===== src/rtl/spi_cmd_rx.sv =====
module spi_cmd_rx #(
  parameter int CMD_W = 4,
  parameter int DATA_W = 12,
  parameter int CFG_W = 8,
  parameter logic [CMD_W-1:0] CFG_CMD = 4'h1
) (
  input  logic              clk,
  input  logic              rst_n,
  input  logic              sck,
  input  logic              mosi,
  input  logic              cs_n,
  output logic              word_valid,
  output logic [CMD_W-1:0]  cmd,
  output logic [DATA_W-1:0] data,
  output logic [CFG_W-1:0]  cfg
);
  localparam int WORD_W = CMD_W + DATA_W;
  localparam int CNT_W = $clog2(WORD_W + 1);

  logic [2:0] sck_q;
  logic [1:0] mosi_q;
  logic [1:0] cs_q;
  logic [WORD_W-2:0] shreg;
  logic [CNT_W-1:0] cnt;

  always_ff @(posedge clk or negedge rst_n) begin
    if (!rst_n) begin
      sck_q  <= '0;
      mosi_q <= '0;
      cs_q   <= '1;
    end else begin
      sck_q  <= {sck_q[1:0], sck};
      mosi_q <= {mosi_q[0], mosi};
      cs_q   <= {cs_q[0], cs_n};
    end
  end

  wire selected = ~cs_q[1];
  wire sck_rise = sck_q[1] & ~sck_q[2];
  wire take_bit = selected && sck_rise && (cnt != CNT_W'(WORD_W));
  wire last_bit = take_bit && (cnt == CNT_W'(WORD_W - 1));
  wire [WORD_W-1:0] word = {shreg, mosi_q[1]};

  always_ff @(posedge clk or negedge rst_n) begin
    if (!rst_n) begin
      cnt   <= '0;
      shreg <= '0;
    end else if (!selected) begin
      cnt <= '0;
    end else if (take_bit) begin
      cnt   <= cnt + 1'b1;
      shreg <= word[WORD_W-2:0];
    end
  end

  always_ff @(posedge clk or negedge rst_n) begin
    if (!rst_n) begin
      word_valid <= 1'b0;
      cmd        <= '0;
      data       <= '0;
      cfg        <= '0;
    end else begin
      word_valid <= last_bit;
      if (last_bit) begin
        cmd  <= word[WORD_W-1:DATA_W];
        data <= word[DATA_W-1:0];
        if (word[WORD_W-1:DATA_W] == CFG_CMD)
          cfg <= word[CFG_W-1:0];
      end
    end
  end

  assert_strobe_one_cycle_R3: assert property (@(posedge clk) disable iff (!rst_n)
    word_valid |=> !word_valid);

  assert_fields_hold_R7: assert property (@(posedge clk) disable iff (!rst_n)
    !word_valid |-> ($stable(cmd) && $stable(data)));

  assert_cfg_only_on_strobe_R4: assert property (@(posedge clk) disable iff (!rst_n)
    !word_valid |-> $stable(cfg));

  assert_cfg_tracks_cmd_R4: assert property (@(posedge clk) disable iff (!rst_n)
    (word_valid && cmd == CFG_CMD) |-> (cfg == data[CFG_W-1:0]));

  assert_count_bounded_R6: assert property (@(posedge clk) disable iff (!rst_n)
    cnt <= CNT_W'(WORD_W));

  assert_no_strobe_deselected_R5: assert property (@(posedge clk) disable iff (!rst_n)
    !selected |=> !word_valid);
endmodule


===== config.mk =====
export PLATFORM = sky130hd
export DESIGN_NAME = spi_cmd_rx
export DESIGN_NICKNAME = d
export VERILOG_FILES = /design/src/rtl/spi_cmd_rx.sv
export SDC_FILE = /design/constraint.sdc
export NUM_CORES = 1
export LEC_CHECK = 0
export BUFFER_PORTS_ARGS = -buffer_cell sky130_fd_sc_hd__buf_2
export CAP_MARGIN = 20
export CELL_PAD_IN_SITES_DETAIL_PLACEMENT = 1
export CELL_PAD_IN_SITES_GLOBAL_PLACEMENT = 1
export CORE_MARGIN = 4
export CORE_UTILIZATION = 50
export CTS_BUF_LIST = sky130_fd_sc_hd__clkbuf_8 sky130_fd_sc_hd__clkbuf_16
export DETAILED_ROUTE_END_ITERATION = 10
export PLACE_DENSITY = 0.8
export SLEW_MARGIN = 15
export SYNTH_ARGS = -nofsm -noshare
export SYNTH_HDL_FRONTEND = slang
export SYNTH_SLANG_ARGS = --single-unit
export TNS_END_PERCENT = 50

===== constraint.sdc =====
create_clock -name clk -period 4.28 [get_ports clk]
set_clock_uncertainty 0.15 [all_clocks]
set_input_delay 1.284 -clock clk [delete_from_list [all_inputs] [get_ports clk]]
set_output_delay 1.284 -clock clk [all_outputs]
set_load 0.05 [all_outputs]

==> impl_metrics.csv <==
group,metric,value,unit
pwr,p_leak,1.26,nW
synthesis,avgSynthCellArea,16.8,µm²
worst_setup_path,regToRegSetupSlack,2.15,ns
die,row_count,22,
grt,grt-ovfl-total,0,
pwr,p_total,908,µW
pwr,switching_share,0.234,
detailed_routing,firstDrtPassIters,4,
synthesis,synth_top_area_frac,0.614,
clock_tree,cts_resized,0,
clock_tree,clk_pin_slew,0.09,ns
clock_tree,cts_tree,"yes",
detailed_routing,wl_per_cell,17.1,µm
die,initial_utilization,0.536,
synthesis,syn_nets,129,
worst_setup_path,r2r_cells,5,
die,fp.dieH,71.8,µm
sta,worst_pin_slew,0.619,ns
synthesis,synthDistinctLibCells,23,
clock_tree,clock_latency,0.30,ns
hold_path,min_path_cells,0,
grt,antenna_found_initial,0,
sta,max_slew_margin,0.587,
sta,rsz0062_at_grt,"false",
final_layout,synthToLayoutAreaGrowth,13.5,%
placement,place_inst,195,
die,die_w,71.8,µm
clock_tree,cts.sinks,52,
sta,fin_crit,2.38,ns
sta,finalHoldViolCount,0,
worst_setup_path,critPathLaunchType,"flop",
synthesis,synth.area.top_cells,"dfrtp_1 (61%), mux2_2 (17%), mux2_4 (6.6%), dfstp_2 (2.6%), ha_1 (1.8%)",
sta,setup_tns,0,ns
synthesis,ys_ff_latch,52,
detailed_routing,vias,1085,
worst_setup_path,crit_path_top_delay_cell,"dfrtp_1",
pwr,intPower,696,µW
final_layout,final_cell_mix,"dfrtp_1 (50), mux2_2 (31), buf_2 (28)",
synthesis,yosysWarnings,0,
pwr,p_clk_frac,0.309,
worst_setup_path,critPathKind,"reg2out",
grt,groute.usage.overall,0.150,
pwr,p_switching,212,µW
worst_setup_path,path_delay_family,"flip-flops",
final_layout,nNetsFinal,162,
sta,period_share,0.557,
detailed_routing,drc,0,
sta,slew_viol_final,0,
worst_setup_path,cp_num_buf_inv,1,
hold_path,hold_path.class,"reg2reg",
die,design.core.area,3800,µm²
run_status,status,"finished clean",
detailed_routing,viasPerCell,5.34,
final_layout,seq_area,1300,µm²
final_layout,layout_commonest_cell,"dfrtp_1",
placement,gp_congestion,0.778,
synthesis,netlist_area,2040,µm²
worst_setup_path,crit_arrival,0.95,ns
clock_tree,cts_inserted_buffers,5,
clock_tree,cts_max_level,2,
placement,hpwlAfterDp,2420,µm
hold_path,hold_start,"mosi_q[0]",
grt,grt_pass1_wl,5840,µm
clock_tree,clockBufferDepth,2,
pwr,combPwrFrac,0.064,
synthesis,synth_cells,121,
grt,grt_max_degree,53,
final_layout,multiInputGateArea,691,µm²
worst_setup_path,regToRegStartpoint,"cnt[0]",
pwr,irDropWorstVdd,0.223,mV
worst_setup_path,cp_max_fo,2,
detailed_routing,first_iter_violations,50,
worst_setup_path,cp.required,2.85,ns
final_layout,final_cell_count_no_fill,203,
sta,fmax,419,MHz
pwr,seqPwrFrac,0.627,
sta,setup_viol,0,
synthesis,seq_area_frac_synth,0.640,
hold_path,hold_end,"mosi_q[1]",
worst_setup_path,crit_path_end_kind,"output pin",
clock_tree,holdBufCountCts,0,
final_layout,drive_gt1_frac,0.535,
pwr,pwr_density_cell,393,nW/µm²
final_layout,fillCellCount,359,
die,die_area,5160,µm²
detailed_routing,drt-total-wl,3460,µm
job,maxCapViolations,0,
worst_setup_path,path_cells,"buf_2",
final_layout,antenna_cells,0,
worst_setup_path,max_stage_delay,0.38,ns
clock_tree,cts-root-buf,"clkbuf_8",
detailed_routing,antenna_left,0,
placement,port_buffers,29,
die,ios,30,
grt,first_global_vias,1151,
clock_tree,post-cts-setup-buffer-count,0,
synthesis,yosysTopAreaCell,"dfrtp_1",
worst_setup_path,rr_endpoint,"data[1]",
-- synth_stat cells --
cell type   n
a211o_1     1
and3_1      1
buf_6       2
clkbuf_2    1
dfrtp_1    50
dfstp_2     2
ha_1        3
inv_1       4
mux2_2     31
mux2_4      9
mux2i_1     2
nand2_4     1
nand2b_1    2
nand3_1     2
nand3_4     1
nand4_2     1
nand4bb_1   1
nor2_1      1
nor3b_4     1
nor4b_1     1
o21ai_0     2
or3b_2      1
xor2_1      1
-- stage by stage --
| step | hold slack, ns | util | instance area, µm² | worst slack, ns |
|---|---|---|---|---|
| floorplan | 0.181 | - | 2040 | 2.25 |
| global placement | 0.182 | 0.583 | 2210 | 1.92 |
| detailed placement | 0.190 | 0.583 | 2210 | 1.86 |
| CTS | 0.210 | 0.608 | 2310 | 1.88 |
| global route | 0.215 | 0.608 | 2310 | 1.86 |
| finish | 0.207 | 0.608 | 2310 | 1.90 |
-- layout make-up --
class                      count  share of cell area
timing repair buffer          29              0.0639
clock buffer                   6              0.0357
tap                           48              0.0260
sequential                    52               0.564
inverter                       4             0.00650
clock inverter                 2             0.00487
multi-input combinational     62               0.299
-- cells by family (layout without fill, tap and decap cells) --
logic type      after synthesis  count (layout)  share of synthesized area
mux                          42              42                      0.248
buf+inv                       7              41                     0.0209
fa+ha+maj                     3               3                     0.0184
flops                        52              52                      0.640
xor+xnor                      1               1                    0.00430
compound gates                3               3                    0.00921
simple gates                 13              13                     0.0596
-- sequential cells by signal, indices dropped and copies added (netlist names) --
| register | count |
|---|---|
| cfg | 8 |
| cmd | 4 |
| cnt | 5 |
| cs_q | 2 |
| data | 12 |
| mosi_q | 2 |
| sck_q | 3 |
| shreg | 15 |
| word_valid | 1 |
-- power groups by stage --
stage	combinational, mW	clock (mW)	sequential (mW)
2_1_floorplan	0.0431	0	0.566
3_3_place_gp	0.0550	0	0.576
3_5_place_dp	0.0592	0	0.581
4_1_cts	0.0599	0.292	0.571
5_1_grt	0.0648	0.316	0.579
6_report	0.0581	0.281	0.569
-- layer usage --
metal,vias up,global-route usage,part of all wire
met5,-,0,0
met4,0,0.0564,0.015
met3,5,0.0547,0.057
met2,27,0.244,0.51
met1,563,0.183,0.42
li1,490,-,-
-- worst reg2reg max path, delay by kind of cell, from the launching register on --
| family | cells | cell delay (ns) |
|---|---|---|
| adder cells (fa/ha/maj) | 1 | 0.16 |
| buffers and inverters | 1 | 0.09 |
| flip-flops | 1 | 0.43 |
| multiplexers | 1 | 0.39 |
| AND/OR/NAND/NOR | 2 | 0.80 |
-- worst max-delay path by stage --
stage / start / to / slack, ns / cells past startpoint
global route: data[5] / data[5] / 1.86 / 1
CTS: data[5] / data[5] / 1.88 / 1
global placement: rst_n / cfg[4] / 1.92 / 1
finish: cmd[3] / cmd[3] / 1.90 / 1
floorplan: cmd[0] / cmd[0] / 2.25 / 0
detailed placement: rst_n / data[3] / 1.86 / 1
(Power assumes the default switching activity.)
